## src/rtl/trap_seq_pkg.sv

```systemverilog
// Package: shared types, trap type codes and processor-state bit positions
// for the trap entry sequencer. Assumes a 12-bit processor-state word.
package trap_seq_pkg;

    localparam int PS_W = 12;

    // processor-state bit positions (the saved-state mask depends on them)
    localparam int PS_AG   = 0;
    localparam int PS_PRIV = 2;
    localparam int PS_PEF  = 4;
    localparam int PS_RED  = 5;
    localparam int PS_MG   = 10;
    localparam int PS_IG   = 11;

    localparam logic [PS_W-1:0] PS_SAVE_MASK = 12'hF3F;

    // trap type codes used for routing decisions
    localparam logic [8:0] TT_INST_FAULT  = 9'h008;
    localparam logic [8:0] TT_CLEAN_WIN   = 9'h024;
    localparam logic [8:0] TT_DATA_FAULT  = 9'h030;
    localparam logic [8:0] TT_INT_VECTOR  = 9'h060;
    localparam logic [8:0] TT_INST_MISS   = 9'h064;
    localparam logic [8:0] TT_DATA_MISS   = 9'h068;
    localparam logic [8:0] TT_DATA_PROT   = 9'h06C;
    localparam logic [8:0] TT_CLASS_MASK  = 9'h1C0;
    localparam logic [8:0] TT_SPILL_CLASS = 9'h080;
    localparam logic [8:0] TT_FILL_CLASS  = 9'h0C0;

    // one saved-state record
    typedef struct packed {
        logic [63:0] tstate;
        logic [63:0] tpc;
        logic [63:0] tnpc;
        logic [8:0]  tt;
    } trap_rec_t;

    // globals select one-hot mask chosen by trap type
    function automatic logic [PS_W-1:0] globals_for(input logic [8:0] tt);
        logic [PS_W-1:0] m;
        m = '0;
        if (tt == TT_INT_VECTOR)
            m[PS_IG] = 1'b1;
        else if (tt == TT_INST_FAULT || tt == TT_INST_MISS || tt == TT_DATA_FAULT ||
                 tt == TT_DATA_MISS || tt == TT_DATA_PROT)
            m[PS_MG] = 1'b1;
        else
            m[PS_AG] = 1'b1;
        return m;
    endfunction

endpackage

```

## src/rtl/trap_level_ctl.sv

```systemverilog
// Trap level control: decides the new trap level, whether RED is forced and
// whether the request must be refused. Purely combinational.
// Assumes MAXTL >= 2 and that TLW can hold MAXTL.
module trap_level_ctl #(
    parameter int MAXTL = 6,
    parameter int TLW   = $clog2(MAXTL + 1)
) (
    input  logic [TLW-1:0] cur_tl,
    output logic [TLW-1:0] new_tl,
    output logic           force_red,
    output logic           refuse
);
    localparam logic [TLW-1:0] TL_MAX  = TLW'(MAXTL);
    localparam logic [TLW-1:0] TL_EDGE = TLW'(MAXTL - 1);

    // level step and saturation into RED
    always_comb begin
        refuse    = (cur_tl >= TL_MAX);
        force_red = 1'b0;
        new_tl    = cur_tl;
        if (!refuse) begin
            new_tl = cur_tl + 1'b1;
            if (cur_tl >= TL_EDGE) force_red = 1'b1;
        end
    end

    // a non-refused level never exceeds the maximum
    always_comb begin
        if (!refuse) p_level_bound_r3: assert (new_tl <= TL_MAX);
    end
endmodule

```

## src/rtl/trap_window_ctl.sv

```systemverilog
// Window pointer control: computes the window pointer after trap entry for
// clean-window, spill and fill traps, wrapping modulo NWIN (any NWIN >= 2).
// Assumes cur_cwp and cur_cansave are both below NWIN.
module trap_window_ctl
    import trap_seq_pkg::*;
#(
    parameter int NWIN = 8,
    parameter int CWPW = $clog2(NWIN)
) (
    input  logic [8:0]      tt,
    input  logic [CWPW-1:0] cur_cwp,
    input  logic [CWPW-1:0] cur_cansave,
    output logic [CWPW-1:0] new_cwp
);
    localparam int SW = CWPW + 3;
    localparam logic [SW-1:0]   N_EXT  = SW'(NWIN);
    localparam logic [CWPW-1:0] N_TOP  = CWPW'(NWIN - 1);

    logic [SW-1:0]   spill_raw;
    logic [SW-1:0]   spill_red1;
    logic [SW-1:0]   spill_red2;
    logic [CWPW-1:0] dec_one;
    logic [CWPW-1:0] inc_one;

    // spill target: cwp + 2N - cansave - 2 lies in [N-1, 3N-3]; two reductions
    always_comb begin
        spill_raw  = SW'(cur_cwp) + (N_EXT << 1) - SW'(cur_cansave) - SW'(2);
        spill_red1 = (spill_raw  >= N_EXT) ? spill_raw  - N_EXT : spill_raw;
        spill_red2 = (spill_red1 >= N_EXT) ? spill_red1 - N_EXT : spill_red1;
    end

    // single-step neighbours with explicit wrap
    always_comb begin
        dec_one = (cur_cwp == '0)    ? N_TOP : cur_cwp - 1'b1;
        inc_one = (cur_cwp == N_TOP) ? '0    : cur_cwp + 1'b1;
    end

    // choose by trap type / class
    always_comb begin
        if (tt == TT_CLEAN_WIN)
            new_cwp = dec_one;
        else if ((tt & TT_CLASS_MASK) == TT_SPILL_CLASS)
            new_cwp = spill_red2[CWPW-1:0];
        else if ((tt & TT_CLASS_MASK) == TT_FILL_CLASS)
            new_cwp = inc_one;
        else
            new_cwp = cur_cwp;
    end

    // every result stays inside the window ring
    always_comb begin
        p_cwp_ring_r8: assert (new_cwp <= N_TOP);
    end
endmodule

```

## src/rtl/trap_state_store.sv

```systemverilog
// Trap state store: one saved-state record per trap level, written on trap
// entry and read combinationally by index. Cleared by synchronous reset.
module trap_state_store
    import trap_seq_pkg::*;
#(
    parameter int TLW   = 3,
    parameter int DEPTH = 1 << TLW
) (
    input  logic            clk,
    input  logic            rst_n,
    input  logic            wr_en,
    input  logic [TLW-1:0]  wr_idx,
    input  trap_rec_t       wr_rec,
    input  logic [TLW-1:0]  rd_idx,
    output trap_rec_t       rd_rec
);
    trap_rec_t slots [DEPTH];

    // per-slot storage built by generate
    for (genvar g = 0; g < DEPTH; g++) begin : g_slot
        // write slot g on a matching entry
        always_ff @(posedge clk) begin
            if (!rst_n)
                slots[g] <= '0;
            else if (wr_en && wr_idx == TLW'(g))
                slots[g] <= wr_rec;
        end
    end

    // combinational read
    assign rd_rec = slots[rd_idx];

    // the written slot holds the record on the next cycle
    p_store_write_r5: assert property (@(posedge clk) disable iff (!rst_n)
        wr_en |=> slots[$past(wr_idx)] == $past(wr_rec));
endmodule

```

## src/rtl/trap_entry_seq.sv

```systemverilog
// Trap entry sequencer top: accepts a trap request in one cycle, pushes the
// saved-state record, and one cycle later presents the next architectural
// state with a commit strobe. A trap at maximum level sets a sticky error.
// Assumes the core holds its request inputs stable while trap_valid is high.
module trap_entry_seq
    import trap_seq_pkg::*;
#(
    parameter int NWIN          = 8,
    parameter int MAXTL         = 6,
    parameter bit GLOBAL_LEVELS = 1'b0,
    parameter int CWPW          = $clog2(NWIN),
    parameter int TLW           = $clog2(MAXTL + 1)
) (
    input  logic            clk,
    input  logic            rst_n,
    input  logic            trap_valid,
    output logic            trap_ready,
    input  logic [8:0]      trap_type,
    input  logic [63:0]     cur_pc,
    input  logic [63:0]     cur_npc,
    input  logic [7:0]      cur_ccr,
    input  logic [7:0]      cur_asi,
    input  logic [11:0]     cur_pstate,
    input  logic [CWPW-1:0] cur_cwp,
    input  logic [CWPW-1:0] cur_cansave,
    input  logic [TLW-1:0]  cur_tl,
    input  logic [63:0]     cur_tba,
    output logic            commit,
    output logic            error_state,
    output logic [TLW-1:0]  nxt_tl,
    output logic [11:0]     nxt_pstate,
    output logic [CWPW-1:0] nxt_cwp,
    output logic [63:0]     nxt_tba,
    output logic [63:0]     nxt_pc,
    output logic [63:0]     nxt_npc,
    input  logic [TLW-1:0]  rd_idx,
    output logic [63:0]     rd_tstate,
    output logic [63:0]     rd_tpc,
    output logic [63:0]     rd_tnpc,
    output logic [8:0]      rd_tt
);
    localparam int DEPTH = 1 << TLW;

    logic            accept;
    logic            do_entry;
    logic [TLW-1:0]  lvl_new;
    logic            lvl_red;
    logic            lvl_refuse;
    logic [CWPW-1:0] win_new;
    logic [11:0]     ps_base;
    logic [11:0]     ps_new;
    logic [63:0]     tba_new;
    trap_rec_t       rec_new;
    trap_rec_t       rec_rd;
    logic            commit_q;
    logic            err_q;

    trap_level_ctl #(.MAXTL(MAXTL), .TLW(TLW)) u_level (
        .cur_tl    (cur_tl),
        .new_tl    (lvl_new),
        .force_red (lvl_red),
        .refuse    (lvl_refuse)
    );

    trap_window_ctl #(.NWIN(NWIN), .CWPW(CWPW)) u_window (
        .tt          (trap_type),
        .cur_cwp     (cur_cwp),
        .cur_cansave (cur_cansave),
        .new_cwp     (win_new)
    );

    // handshake: one request per two cycles, none after an error
    assign trap_ready = !commit_q && !err_q;
    assign accept     = trap_valid && trap_ready;
    assign do_entry   = accept && !lvl_refuse;

    // state word as it stands when saved (RED already applied)
    always_comb begin
        ps_base = cur_pstate;
        if (lvl_red) ps_base[PS_RED] = 1'b1;
    end

    // next processor state: globals routing unless a level feature exists
    generate
        if (GLOBAL_LEVELS) begin : g_keep_ps
            assign ps_new = ps_base;
        end else begin : g_route_ps
            always_comb begin
                ps_new = globals_for(trap_type);
                ps_new[PS_PEF]  = 1'b1;
                ps_new[PS_PRIV] = 1'b1;
                ps_new[PS_RED]  = lvl_red;
            end
        end
    endgenerate

    // vector base: low field replaced by level flag and trap type
    always_comb begin
        tba_new        = cur_tba;
        tba_new[14:0]  = {(lvl_new > TLW'(1)), trap_type, 5'b0};
    end

    // saved-state record packing
    always_comb begin
        rec_new.tstate = {24'b0, cur_ccr, cur_asi, 4'b0, ps_base & PS_SAVE_MASK,
                          8'(cur_cwp)};
        rec_new.tpc    = cur_pc;
        rec_new.tnpc   = cur_npc;
        rec_new.tt     = trap_type;
    end

    trap_state_store #(.TLW(TLW), .DEPTH(DEPTH)) u_store (
        .clk    (clk),
        .rst_n  (rst_n),
        .wr_en  (do_entry),
        .wr_idx (lvl_new & TLW'(DEPTH - 1)),
        .wr_rec (rec_new),
        .rd_idx (rd_idx),
        .rd_rec (rec_rd)
    );

    assign rd_tstate = rec_rd.tstate;
    assign rd_tpc    = rec_rd.tpc;
    assign rd_tnpc   = rec_rd.tnpc;
    assign rd_tt     = rec_rd.tt;

    // commit strobe and sticky error
    always_ff @(posedge clk) begin
        if (!rst_n) begin
            commit_q <= 1'b0;
            err_q    <= 1'b0;
        end else begin
            commit_q <= do_entry;
            if (accept && lvl_refuse) err_q <= 1'b1;
        end
    end

    // next-state output registers, loaded on trap entry
    always_ff @(posedge clk) begin
        if (!rst_n) begin
            nxt_tl     <= '0;
            nxt_pstate <= '0;
            nxt_cwp    <= '0;
            nxt_tba    <= '0;
            nxt_pc     <= '0;
            nxt_npc    <= '0;
        end else if (do_entry) begin
            nxt_tl     <= lvl_new;
            nxt_pstate <= ps_new;
            nxt_cwp    <= win_new;
            nxt_tba    <= tba_new;
            nxt_pc     <= tba_new;
            nxt_npc    <= tba_new + 64'd4;
        end
    end

    assign commit      = commit_q;
    assign error_state = err_q;

    // commit lasts one cycle and blocks acceptance while high
    p_commit_single_r2: assert property (@(posedge clk) disable iff (!rst_n)
        commit |=> !commit);
    p_ready_low_r2: assert property (@(posedge clk) disable iff (!rst_n)
        commit |-> !trap_ready);
    // committed level is one above the level seen at acceptance
    p_level_step_r3: assert property (@(posedge clk) disable iff (!rst_n)
        do_entry |=> nxt_tl == $past(cur_tl) + 1'b1);
    // error is sticky and never accompanied by a commit
    p_error_sticky_r4: assert property (@(posedge clk) disable iff (!rst_n)
        error_state |=> error_state && !commit);
    // exactly one globals select after a routed entry
    p_one_globals_r6: assert property (@(posedge clk) disable iff (!rst_n)
        (commit && !GLOBAL_LEVELS) |->
            $onehot({nxt_pstate[PS_IG], nxt_pstate[PS_MG], nxt_pstate[PS_AG]}));
    // NPC follows PC by one instruction
    p_npc_follows_r10: assert property (@(posedge clk) disable iff (!rst_n)
        commit |-> nxt_npc == nxt_pc + 64'd4);
endmodule

```

## config.mk

```make
export PLATFORM = sky130hd
export DESIGN_NAME = trap_entry_seq
export DESIGN_NICKNAME = d
export VERILOG_FILES = /design/src/rtl/trap_seq_pkg.sv /design/src/rtl/trap_level_ctl.sv /design/src/rtl/trap_window_ctl.sv /design/src/rtl/trap_state_store.sv /design/src/rtl/trap_entry_seq.sv
export SDC_FILE = /design/constraint.sdc
export NUM_CORES = 2
export LEC_CHECK = 0
export ABC_AREA = 1
export BUFFER_PORTS_ARGS = -buffer_cell sky130_fd_sc_hd__buf_4
export CAP_MARGIN = 20
export CORE_MARGIN = 4
export CORE_UTILIZATION = 52
export DETAILED_ROUTE_END_ITERATION = 16
export MAX_ROUTING_LAYER = met4
export PLACE_DENSITY = 0.71
export SLEW_MARGIN = 15
export SYNTH_ARGS = -nofsm -noshare
export SYNTH_HDL_FRONTEND = slang
export SYNTH_SLANG_ARGS = --single-unit
export TNS_END_PERCENT = 1
```

## constraint.sdc

```tcl
create_clock -name clk -period 7.6 [get_ports clk]
set_input_delay 0.76 -clock clk [delete_from_list [all_inputs] [get_ports clk]]
set_output_delay 0.76 -clock clk [all_outputs]
set_load 0.03 [all_outputs]
```

# Word-level counts from Yosys, hierarchy flattened
# Memories as Yosys holds them, arrays and structs flattened.
# Cells that the tools add are included.
# totals
ff_bits	137
latch_bits	0
ram_bits	1328
rom_bits	0
in_bits	244
out_inout_bits	414
wordCells	117
mem_count	1
# mem_list
name	words	width	read_ports	rd_clocked_by_memory_dff	write_ports	line_no	text
u_store.slots	8	166	1	0	8	trap_state_store.sv:17	trap_rec_t slots [DEPTH];
# classes
n_addsub	9
mul	0
div_mod_pow	0
n_lt_le_gt_ge	5
n_eq_ne	17
n_shift	0
muxes	49
bitwise_logic	8
n_reduce_logical	21
# ops
operator	count
2-to-1 mux 166 bit	8
adder 64 x 3 -> 64 bit, second input constant	1
== test 9 x 7 -> 1 bit, second input constant	4
2-to-1 mux 1 bit	33
2-to-1 mux 3 bit	7
== test 9 x 6 -> 1 bit, second input constant	2
== test 3 bit, second input constant	5
== test 3 x 2 -> 1 bit, second input constant	4
greater-or-equal comparator 6 x 4 -> 1 bit, second input constant	2
logical AND 1 bit	12
== test 9 x 4 -> 1 bit, second input constant	1
bitwise OR 1 bit	8
adder 3 x 1 -> 3 bit, second input constant	2
adder 3 x 5 -> 6 bit, second input constant	1
greater-or-equal comparator 3 bit, second input constant	2
logical NOT 3 bit	2
2-to-1 mux 6 bit	1
subtractor 3 x 1 -> 3 bit, second input constant	2
subtractor 6 x 2 -> 6 bit, second input constant	1
subtractor 6 x 3 -> 6 bit	1
subtractor 6 x 4 -> 6 bit, second input constant	1
logical OR 1 bit	4
== test 3 x 1 -> 1 bit, second input constant	1
> comparator 3 x 1 -> 1 bit, second input constant	1
logical NOT 1 bit	3

# Depth between registers and ports, before layout
# depth
ltp_word	9
ltp_mapped	15

# By module
# From an unflattened synthesis, not the netlist that was laid out.
# hier_totals
hier_cells	9522
area_unflattened_um2	81426.8
# modules_own_cells
module	instances	cells_each	area_each_um2	seq_area_each_um2
trap_state_store	1	8968	77334.2	48286.3
trap_entry_seq	1	468	3621.0	1441.4
trap_window_ctl	1	67	360.3	0.0
trap_level_ctl	1	19	111.4	0.0

# Worst setup path before layout
# Ideal clock, no wire load.
# synth_timing
path_type	input port to flip-flop
from	input cur_tl[1]
to	memory u_store.slots[0][0] in the netlist's numbering (enable)
arrival_time_ns	5.150
slack_ns	1.918
stages	8
path_buffers	0
path_cell_list	inv_1 -> ha_1 -> inv_1 -> nor2_1 -> inv_2 -> nor2_1 -> nand2_1 -> nand2_1
# synth_rtl
item	line_no	text
start: declaration	trap_entry_seq.sv:26	input logic [TLW-1:0] cur_tl,
end: declaration	trap_state_store.sv:17	

# Final worst setup path
# layout_timing
from	input rd_idx[0]
to	output rd_tnpc[46]
# layout_via
elab_chain_cells	1
# layout_lines
item	line_no	text
start: declaration	trap_entry_seq.sv:36	input logic [TLW-1:0] rd_idx,
memory (8 x 166 bit)	--	
end: declaration	trap_entry_seq.sv:39	output logic [63:0] rd_tnpc,
# No other way between the ends.

==> flow_summary.yaml <==
drt:
  drt_first_pass_iters: 5
  vias_per_cell: 5.76
  drc: 0
  initialDrtViolationCount: 5594
  routed_wl_um: 175000
  wl_per_cell_um: 22.2
  vias: 45437
  drtAntennaViolNets: 0
cells_and_area:
  final_cell_mix: "nor2_1 (2346), edfxtp_1 (1328), nand2_1 (647)"
  fillers: 9626
  mostFrequentLayoutCell: "nor2_1"
  area_growth_pct: 14.5
  seq_area_um2: 41300
  multi_input_area_um2: 16900
  final_cells: 7893
  finalCoreUtilization_pct: 60.0
  drive_above_1_share_pct: 13.7
  nets: 6480
power:
  swShare_pct: 25.3
  p_per_area_nw_per_um2: 255
  p_leak_nw: 28.8
  ir_drop_v: 0.000195
  p_int_mw: 13.5
  finalPower_mw: 18.0
  p_sw_mw: 4.57
  combPwrFrac_pct: 11.5
  pwr-share-clk_pct: 38.9
  power_frac_seq_pct: 49.7
synthesis:
  synth_top_family_by_area: "simple AND/OR/NAND/NOR gates"
  yosysWarnings: 0
  ys_seq_area_share_pct: 66.9
  synth_xor_area_share_pct: 0.0425
  yosys.area_share.simple_pct: 18.5
  syn_avg_cell_area_um2: 10.3
  synth_cell_types: 27
  synth_compound_area_share_pct: 8.14
  synthMuxAreaShare_pct: 0
  synth_seq_cells: 1400
  netlist_area_um2: 61800
  yosys.area_share.adder_pct: 0.182
  synth_cells: 5987
worst_setup_path:
  crit_required_ps: 6840
  end_kind: "output port"
  cp_cell_sequence: "buf_8 -> buf_12 -> buf_4 -> nor2_1 -> o32ai_1 -> nand2_1 -> nand2_1 -> buf_4"
  cp_slowest_stage_delay_ps: 730
  worst-path-max-fanout: 211
  r2r-start: "error_state"
  slowest_stage: "buf_4"
  worst-setup-path-type: "input port to output port"
  critPathArrivalTime_ps: 3760
  cp-start-kind: "input port"
  crit_start: "rd_idx[0]"
run:
  max_cap_violations: 0
sta:
  skew_ps: 26.9
  tightest_slew_ps: 1170
  relSlewSlack_pct: 22.0
  period_share_pct: 59.5
  fmax_mhz: 221
  slew_viol_final: 0
  layout_setup_ws_ps: 3080
  fin_crit_ps: 4520
  finalHoldViolCount: 0
  tns_ps: 0
  rsz0062_at_grt: "false"
  setup_viol: 0
cts:
  cts_root_buf: "clkbuf_16"
  cts.clk_slew.worst_paths_ps: 60
  htreeDepth: 4
  cts_post_setup_buffers_inserted: 0
  cts_sinks: 1400
  cts.path.max_buffers: 3
  cts-resized-gates: 0
  numCtsBuffers: 149
  clock_latency_ps: 760
  hold_buffers: 0
  cts_tree: "built"
floorplan:
  fp.dieW_um: 353
  boundaryPins: 658
  die_area_um2: 124000
  start_util_pct: 52.4
  std_cell_rows: 126
  core_area_um2: 118000
  dieHeight_um: 353
placement:
  io_buffers: 585
  routabilityCongestion: 0.833
  dp_hpwl_um: 89800
  dp_cells: 7612
  post-place-ws_ps: 3060
global_routing:
  gr-usage-all-layers_pct: 28.4
  grt_pass1_vias: 44711
  antenna_found_initial: 11
  grt_overflow: 0
  grt_pass1_wl_um: 264000
  grt_max_degree: 221
hold_path:
  min_from: "cur_tba[33]"
  min_path_type: "input port to flop"
outcome:
  outcome: "complete, no violations"
sequential cells by signal, summed over array words and instances, names as in the netlist:
register and cells:
u_store.slots 1328, nxt_pstate 5, nxt_tl 3, nxt_cwp 3, commit 1, error_state 1
nxt_pc 59
layer usage:
layer,track usage [%],up-vias,share of wire [%]
li1,-,20591,-
met1,35.4,22215,38
met2,47.4,2323,50
met3,4.05,308,8.6
met4,10.9,0,3.3
met5,-,-,0
through the flow:
| stage | hold slack, ps | instance area, µm² |
|---|---|---|
| 5_1_grt | 226 | 70700 |
| 4_1_cts | 199 | 70700 |
| 6_report | 258 | 70700 |
| 3_3_place_gp | 455 | 66000 |
| 2_1_floorplan | 594 | 62000 |
| 3_5_place_dp | 465 | 66000 |
Yosys cell counts, drive strengths merged:
cell / n / area [µm²]
or2: 1 / 6.26
inv: 181 / 679
xor2: 2 / 17.5
edfxtp: 1328 / 39900
nand2: 655 / 2460
xnor2: 1 / 8.76
o2111ai: 1 / 8.76
ha: 9 / 113
clkbuf: 248 / 931
o21ai: 346 / 1730
a21oi: 71 / 355
buf: 355 / 2200
nand3: 20 / 105
a31oi: 1 / 6.26
clkinv: 10 / 37.5
o32ai: 332 / 2910
dfxtp: 72 / 1440
conb: 1 / 3.75
o21a: 2 / 15.0
nor2: 2349 / 8830
nand4: 2 / 12.5
power groups by stage:
stage	registers, mW	clock network [mW]	logic (mW)
CTS	8.96	7.10	2.08
finish	8.96	7.01	2.07
detailed placement	9.12	0	2.07
floorplan	9.20	0	1.28
global route	8.99	7.44	2.22
global placement	9.11	0	2.04
cell type report:
type / count / area share (%)
sequential: 1400 / 58.4
multi-input combinational: 3847 / 24.0
timing repair buffer: 638 / 7.14
clock buffer: 206 / 5.86
tap: 1536 / 2.72
inverter: 191 / 1.03
clock inverter: 64 / 0.798
antenna: 11 / 0.0389
cell families after synthesis:
family                   after synthesis
AND/OR/NAND/NOR                     3027
flip-flops                          1400
buffers and inverters                794
AO/OA/AOI/OAI                        753
adder cells (fa/ha/maj)                9
XOR/XNOR                               3
other                                  1
critical path, delay by kind of cell:
family	cells	cell delay (ps)
buffers and inverters	4	2070
and+or+nand+nor	3	400
AOI/OAI and AO/OA	1	350
path summary, 6_finish.rpt:
check	end	slack [ps]	cells after the start
worst max-delay path	rd_tnpc[46]	3080	8
worst min-delay path	nxt_pc[33]	260	3
worst max register to register	u_store.slots[5][0]	3980	7
worst min register to register	nxt_pstate[5]	470	2
(Power assumes the default switching activity.)
